==> src/rtl/rtc_bank.sv <==
module rtc_bank #(
  parameter int AW = 6
) (
  input  logic          clk,
  input  logic          rst_n,
  input  logic          tick,
  input  logic          ce_n,
  input  logic          oe_n,
  input  logic          we_n,
  input  logic [AW-1:0] addr,
  input  logic [7:0]    wdata,
  output logic [7:0]    rdata,
  output logic          dq_oe
);
  localparam int RAMN = (1 << AW) - 8;

  logic [7:0] mem_q [RAMN];
  logic [7:0] cnt_q [8];
  logic [7:0] stg_q [8];
  logic [7:0] snp_q [8];
  logic [7:0] nx    [8];
  logic       wr_q;

  function automatic logic [7:0] rst_val(input int k);
    case (k)
      0:       return 8'h20;
      4, 5, 6: return 8'h01;
      default: return 8'h00;
    endcase
  endfunction

  function automatic logic [7:0] roll(input logic [7:0] v, input logic [7:0] m,
                                      input logic [7:0] lim, input logic [7:0] base);
    logic [7:0] f, n;
    f = v & m;
    if (f == lim)            n = base;
    else if (f[3:0] == 4'h9) n = {f[7:4] + 4'h1, 4'h0};
    else                     n = f + 8'h01;
    return (v & ~m) | (n & m);
  endfunction

  wire       is_clk = &addr[AW-1:3];
  wire [2:0] ci     = addr[2:0];
  wire       wflag  = cnt_q[0][7];
  wire       rflag  = cnt_q[0][6];
  wire       wr_sel = ~ce_n & ~we_n;
  wire       wr_go  = wr_sel & ~wr_q;
  wire       dir_wr = wr_go & is_clk & ~wflag;
  wire       stg_wr = wr_go & is_clk & wflag;
  wire       commit = stg_wr & (ci == 3'd0) & ~wdata[7];
  wire       snap   = wr_go & is_clk & (ci == 3'd0) & wdata[6] & ~rflag;
  wire       tick_ok = tick & ~cnt_q[1][7] & ~dir_wr & ~commit;

  wire       leap = cnt_q[7][4] ? (cnt_q[7][3:0] == 4'd2 || cnt_q[7][3:0] == 4'd6)
                                : (cnt_q[7][3:0] == 4'd0 || cnt_q[7][3:0] == 4'd4 ||
                                   cnt_q[7][3:0] == 4'd8);
  wire [4:0] mbin = cnt_q[6][4] ? 5'd10 + {1'b0, cnt_q[6][3:0]} : {1'b0, cnt_q[6][3:0]};
  logic [7:0] mlen;
  always_comb
    case (mbin)
      5'd2:                    mlen = leap ? 8'h29 : 8'h28;
      5'd4, 5'd6, 5'd9, 5'd11: mlen = 8'h30;
      default:                 mlen = 8'h31;
    endcase

  wire w1 = (cnt_q[1][6:0] == 7'h59);
  wire w2 = w1 && (cnt_q[2][6:0] == 7'h59);
  wire w3 = w2 && (cnt_q[3][5:0] == 6'h23);
  wire w5 = w3 && ((cnt_q[5] & 8'h3F) == mlen);
  wire w6 = w5 && (cnt_q[6][4:0] == 5'h12);
  wire w7 = w6 && (cnt_q[7] == 8'h99);

  always_comb begin
    nx[1] = roll(cnt_q[1], 8'h7F, 8'h59, 8'h00);
    nx[2] = w1 ? roll(cnt_q[2], 8'h7F, 8'h59, 8'h00) : cnt_q[2];
    nx[3] = w2 ? roll(cnt_q[3], 8'h3F, 8'h23, 8'h00) : cnt_q[3];
    nx[4] = w3 ? roll(cnt_q[4], 8'h07, 8'h07, 8'h01) : cnt_q[4];
    nx[5] = w3 ? roll(cnt_q[5], 8'h3F, mlen,  8'h01) : cnt_q[5];
    nx[6] = w5 ? roll(cnt_q[6], 8'h1F, 8'h12, 8'h01) : cnt_q[6];
    nx[7] = w6 ? roll(cnt_q[7], 8'hFF, 8'h99, 8'h00) : cnt_q[7];
    nx[0] = w7 ? roll(cnt_q[0], 8'h3F, 8'h39, 8'h00) : cnt_q[0];
  end

  always_ff @(posedge clk or negedge rst_n)
    if (!rst_n) begin
      wr_q <= 1'b0;
      for (int k = 0; k < 8; k++) begin
        cnt_q[k] <= rst_val(k);
        stg_q[k] <= rst_val(k);
        snp_q[k] <= rst_val(k);
      end
    end else begin
      wr_q <= wr_sel;
      if (tick_ok)
        for (int k = 0; k < 8; k++) cnt_q[k] <= nx[k];
      if (dir_wr) begin
        cnt_q[ci] <= wdata;
        if (ci == 3'd0 && wdata[7]) begin
          for (int k = 1; k < 8; k++) stg_q[k] <= cnt_q[k];
          stg_q[0] <= wdata;
        end
      end
      if (stg_wr) begin
        if (ci != 3'd0) stg_q[ci] <= wdata;
        else if (wdata[7]) begin
          cnt_q[0][7:6] <= wdata[7:6];
          stg_q[0]      <= wdata;
        end else begin
          for (int k = 1; k < 8; k++) cnt_q[k] <= stg_q[k];
          cnt_q[0] <= wdata;
        end
      end
      if (snap) begin
        for (int k = 1; k < 8; k++) snp_q[k] <= cnt_q[k];
        snp_q[0] <= dir_wr ? wdata : cnt_q[0];
      end
    end

  always_ff @(posedge clk)
    if (wr_go && !is_clk) mem_q[addr] <= wdata;

  logic [7:0] vbyte;
  always_comb
    if (rflag) vbyte = (ci == 3'd0) ? {cnt_q[0][7:6], snp_q[0][5:0]} : snp_q[ci];
    else       vbyte = cnt_q[ci];

  assign dq_oe = ~ce_n & ~oe_n & we_n;
  assign rdata = dq_oe ? (is_clk ? vbyte : mem_q[addr]) : 8'h00;
endmodule

==> config.mk <==
export PLATFORM = sky130hd
export DESIGN_NAME = rtc_bank
export DESIGN_NICKNAME = d
export VERILOG_FILES = /design/src/rtl/rtc_bank.sv
export SDC_FILE = /design/constraint.sdc
export NUM_CORES = 1
export LEC_CHECK = 0
export BUFFER_PORTS_ARGS = -buffer_cell sky130_fd_sc_hd__clkbuf_2
export CAP_MARGIN = 20
export CELL_PAD_IN_SITES_DETAIL_PLACEMENT = 2
export CELL_PAD_IN_SITES_GLOBAL_PLACEMENT = 2
export CORE_ASPECT_RATIO = 0.75
export CORE_MARGIN = 3
export CORE_UTILIZATION = 45
export CTS_CLUSTER_DIAMETER = 150
export DETAILED_ROUTE_END_ITERATION = 10
export PLACE_DENSITY = 0.83
export SETUP_SLACK_MARGIN = 0.1
export SKIP_LAST_GASP = 1
export SYNTH_ARGS = -nofsm -noshare
export SYNTH_HDL_FRONTEND = slang
export SYNTH_SLANG_ARGS = --single-unit
==> constraint.sdc <==
create_clock -name clk -period 3.88 [get_ports clk]
set_clock_uncertainty 0.15 [all_clocks]
set_input_delay 0.388 -clock clk [delete_from_list [all_inputs] [get_ports clk]]
set_output_delay 0.388 -clock clk [all_outputs]
set_load 0.005 [all_outputs]
== After elaboration in Yosys (flattened, before gate mapping) ==
Memory sizes are Yosys's and may differ from the RTL's.
Index checks and enable logic that the tools add are counted.
Storage, ports and cells
  register bits after elaboration: 193
  bits in writable memories: 448
  bits of input ports: 20
  memories: 1
  logic and storage cells: 172
  output and inout bits: 9
Operators by class
  multiplexer cells: 54
  add/subtract/negate cells: 16
  order comparisons: 2
  reduce and logical (&&, ||, !) cells: 17
  equality and inequality tests: 24
  bitwise operators: 33
Memories
  mem_q: words 56, bits a word 8, rd ports 1, clocked after memory_dff 0, wr ports 1, line 17  | logic [7:0] mem_q [RAMN];
Operators with widths (number)
  2-to-1 mux 64 bit: 7
  2-to-1 mux 8 bit: 21
  bitwise mux 64 bit: 2
  2-to-1 mux 62 bit: 1
  2-to-1 mux 56 bit: 1
  binary-select mux 8 bit (select 3 bit): 2
  2-to-1 mux 6 bit: 6
  equality test 4 bit (second input constant): 8
  2-to-1 mux 7 bit: 4
  demux 8 bit (select 3 bit): 1
  bitwise OR 8 x 6 -> 8 bit: 3
  adder 6 x 1 -> 6 bit (second input constant): 3
  bitwise OR 8 x 7 -> 8 bit: 2
  bitwise AND 1 bit: 15
  2-to-1 mux 5 bit: 3
  adder 7 x 1 -> 7 bit (second input constant): 2
  equality test 7 bit (second input constant): 2
  equality test 6 bit (second input constant): 2
  equality test 5 x 3 -> 1 bit (second input constant): 2
  equality test 5 x 4 -> 1 bit (second input constant): 2
  NOT 1 bit: 10
  one-hot mux 5 bit (2 select lines): 1
  adder 3 x 1 -> 3 bit (second input constant): 3
  adder 8 x 1 -> 8 bit (second input constant): 1
  other kinds (27): 42

== Depth between registers and ports, before layout ==
  depth in word-level cells: 17
  gate-level depth with buffers: 11
  mapped depth without buffers: 9

== Worst setup path before layout ==
Ideal clock, no wire load.
  path type: input -> output
  from: in addr[0]
  to: out rdata[6]
  stages: 9
  data arrival time: 2.365 ns
  buffers on the path: 5
  path slack: 0.977 ns
  required time: 3.342 ns
  cell sequence: buf_2 > buf_2 > buf_2 > clkbuf_1 > buf_1 > a22oi_1 > o221ai_1 > o21ai_0 > a221oi_1
On the way
  word-level cells in the longest chain between the ends: 8
  elaborated cells between the ends (all ways): 13
  classes of those cells: 10 x mux; 1 x bitwise; 1 x reduce/logical; 1 x memory
Ends and longest elaborated chain
  start: declaration: line 10  | input logic [AW-1:0] addr,
  NOT 3 -> 4 bit (implied by the code): line 124, 125
  binary-select mux 8 bit (select 3 bit): line 124  | if (rflag) vbyte = (ci == 3'd0) ? {cnt_q[0][7:6], snp_q[0][5:0]} : snp_q[ci];
  2-to-1 mux 8 bit (implied by the code) (2 in a row): line 124
  2-to-1 mux 8 bit (2 in a row): line 124
  2-to-1 mux 8 bit (*) (2 in a row): line 128  | assign rdata = dq_oe ? (is_clk ? vbyte : mem_q[addr]) : 8'h00;
  end: declaration: line 12  | output logic [7:0] rdata,
Mark *: on every way between the ends. The rest lies on a longest branch, timed or not. The select of a mux whose other input is x is not followed.

== Worst setup path in the final report ==
  from: in addr[3]
  to: out rdata[2]
On the way
  word-level cells in the longest chain between the ends: 3
  elaborated cells between the ends (all ways): 4
  classes of those cells: 2 x mux; 1 x reduce/logical; 1 x memory
Ends and longest elaborated chain (line)
  memory read (56 x 8 bit) / AND reduction 3 bit (equally long branches)
  2-to-1 mux 8 bit (*) (2 in a row): 128
Mark *: on every way between the ends. The rest lies on a longest branch, timed or not.

==> results.json <==
{
  "cts_tree": "yes",
  "async_flop_share_pct": 29.0,
  "htreeDepth": 3,
  "worstSetupPathType": "input port to output pin",
  "drv_slew": 0,
  "dominantRegCellSynth": "edfxtp_1",
  "layout.cell_area.non_filler_um2": 32700,
  "drt_wl_total_um": 130000,
  "rows": 79,
  "ir_drop_mv": 0.491,
  "rsz0062_at_grt": "true",
  "ys_types": 82,
  "nNetsFinal": 2361,
  "finalHoldViolations": 0,
  "cts_buffer_depth": 3,
  "place_area_um2": 30600,
  "chipWidth_um": 297,
  "syn-cell-area_um2": 28500,
  "coreArea_um2": 62400,
  "ys_seq_area_share_pct": 63.3,
  "port_buffers": 28,
  "worst_slew_pin_slew_ns": 1.24,
  "power_density_nw_per_um2": 481,
  "synth_fp_nets": 2242,
  "synth_edf_count": 448,
  "power.leakage_nw": 12.1,
  "path_cells": "clkbuf_2, buf_4, nor2b_1, nand2_1, o22ai_1, nor4_1, nor3_1, buf_4, clkbuf_2",
  "antenna_found_initial": 6,
  "gr-total-overflow": 0,
  "dieArea_um2": 66400,
  "ant_nets": 0,
  "fin_cells": 3224,
  "hpwl_um": 79700,
  "viasPerCell": 7.14,
  "ff2ff_setup_slack_ns": 0.16,
  "crit_slowest_cell": "o22ai_1",
  "max_stage_delay_ns": 0.52,
  "syn_avg_cell_area_um2": 12.9,
  "post_cts_buffers": 0,
  "die_h_um": 224,
  "outcome": "complete, but fails checks",
  "drive_above_1_share_pct": 20.2,
  "drt_first_pass_iters": 6,
  "cts_buffers": 66,
  "fin_crit_sh_pct": 101,
  "grt_max_degree": 92,
  "setup_violations": 1,
  "min_period_ns": 3.93,
  "syn_inst": 2201,
  "grt_pass1_wl_um": 186000,
  "routabilityCongestion": 0.899,
  "num_vias": 23000,
  "arrival_ns": 3.39,
  "hp-class": "input port to asynchronous set/reset pin",
  "relSlewSlack_pct": 17.1,
  "area_delta_synth_final_pct": 14.9,
  "fmax_mhz": 255,
  "track_usage_pct": 39.1,
  "start_kind": "input port",
  "clockRootBuffer": "clkbuf_16",
  "p_total_mw": 15.7,
  "synth-seq-cells": 631,
  "fin_ws_ns": -0.0463,
  "wire_per_inst_um": 40.2,
  "boundaryPins": 29,
  "worstSetupEndpointType": "output pin",
  "drcViolationCount": 0,
  "grt_pass1_vias": 24400,
  "crit_required_ns": 3.34,
  "yosys_warnings": 0,
  "clock_latency_ns": 0.65,
  "dr.first_iter.drc_count": 3758,
  "critPathMaxFanout": 14,
  "initial_utilization_pct": 45.7,
  "failed_checks": "setup timing",
  "cts_sinks": 631,
  "dp_cells": 3097,
  "clkSlewWorstSetupHoldPaths_ns": 0.06,
  "maxCapViolCount": 0
}
## synth_stat cells (17+ instances only)
| cell | count | area (um2) |
|---|---|---|
| a221oi_1 | 45 | 394 |
| mux4_2 | 43 | 968 |
| buf_1 | 20 | 75.1 |
| a31oi_1 | 24 | 150 |
| a22oi_1 | 51 | 383 |
| clkbuf_1 | 116 | 435 |
| mux2i_1 | 125 | 1250 |
| buf_2 | 34 | 170 |
| dfrtp_1 | 172 | 4300 |
| a21oi_1 | 143 | 716 |
| o211ai_1 | 20 | 150 |
| ha_1 | 21 | 263 |
| nand3_1 | 29 | 145 |
| a22o_1 | 22 | 193 |
| mux2_2 | 93 | 1050 |
| nor2b_1 | 20 | 125 |
| o21ai_0 | 101 | 505 |
| nand2_1 | 177 | 664 |
| nor2_1 | 221 | 830 |
| a211oi_1 | 17 | 128 |
| inv_1 | 23 | 86.3 |
| edfxtp_1 | 448 | 13500 |
## area by class of cell
type / count / area (um2)
fill: 5752 / 29600
sequential: 631 / 18000
multi-input combinational: 1375 / 9740
timing repair buffer: 222 / 1780
clock buffer: 85 / 1740
tap: 850 / 1060
clock inverter: 35 / 273
inverter: 24 / 90.1
antenna: 2 / 5.00
## routing by layer
metal	up-vias	routed length, um	track usage (%)
met1	11900	48400	52.3
met5	-	34	0
li1	8632	-	-
met3	552	15400	9.88
met4	6	8460	21.2
met2	1924	57300	59.0
## where the power goes
part	leakage (nW)	internal, mW	switching (mW)
Clock	0.978	3.41	3.01
Combinational	4.62	0.548	1.17
Sequential	6.46	7.36	0.244
Total	12.1	11.3	4.42
## critical path, delay by kind of cell
family	cells	cell delay [ns]
compound gates	1	0.52
buf+inv	4	1.03
simple gates	4	1.44
## sequential cells by signal (all words and copies together) (netlist names)
| register | cells |
|---|---|
| snp_q | 62 |
| mem_q | 448 |
| stg_q | 56 |
| wr_q | 1 |
| cnt_q | 64 |
## kinds of logic (layout without fill, tap and decap cells)
logic type / Yosys count / after routing / synth area share [%]
AOI/OAI and AO/OA: 533 / 533 / 12.6
xor gates and xnor gates: 12 / 12 / 0.369
adders and majority gates: 21 / 21 / 0.922
buffers and inverters: 195 / 366 / 2.74
DFF: 631 / 631 / 63.3
muxes: 261 / 261 / 11.5
other: 0 / 2 / 0
and+or+nand+nor: 548 / 548 / 8.63
## stage by stage
stage	util, %	setup WS, ns	TNS (ns)	hold WS (ns)
CTS	52.4	0.0794	0	0.291
detailed placement	49.1	0.168	0	0.317
finish	52.5	-0.0463	-0.0463	0.232
global route	52.5	0.0409	0	0.293
floorplan	-	0.977	0	-0.0576
global placement	49.1	0.262	0	0.304
## cell usage in the layout (no fill, tap or decap), types with 23 or more instances in the layout
| cell | Yosys | routed |
|---|---|---|
| clkbuf_16 | 0 | 67 |
| a31oi_1 | 24 | 24 |
| a21oi_1 | 143 | 143 |
| o21ai_0 | 101 | 98 |
| nand2_1 | 177 | 177 |
| nand3_1 | 29 | 29 |
| a221oi_1 | 45 | 44 |
| mux4_2 | 43 | 43 |
| nor2_1 | 221 | 220 |
| mux2i_1 | 125 | 125 |
| a22oi_1 | 51 | 51 |
| inv_1 | 23 | 23 |
| mux2_2 | 93 | 93 |
| edfxtp_1 | 448 | 448 |
| buf_4 | 0 | 178 |
| dfrtp_1 | 172 | 172 |
## worst paths after layout
check	start	to	depth (start not counted)
worst max-delay path	addr[3]	rdata[2]	9
worst min-delay path	rst_n	cnt_q[42]	2
worst max register to register	cnt_q[12]	cnt_q[1]	7
worst min register to register	stg_q[42]	cnt_q[42]	1
max in group asynchronous	rst_n	cnt_q[30]	3
min in group clk	stg_q[42]	cnt_q[42]	1
## timing repair
item,in CTS,in global routing
endpoints found under the setup margin,5,3
hold buffers,3,0
hold endpoints to repair,80,0
resized for setup,6,4
(Power assumes the default switching activity.)
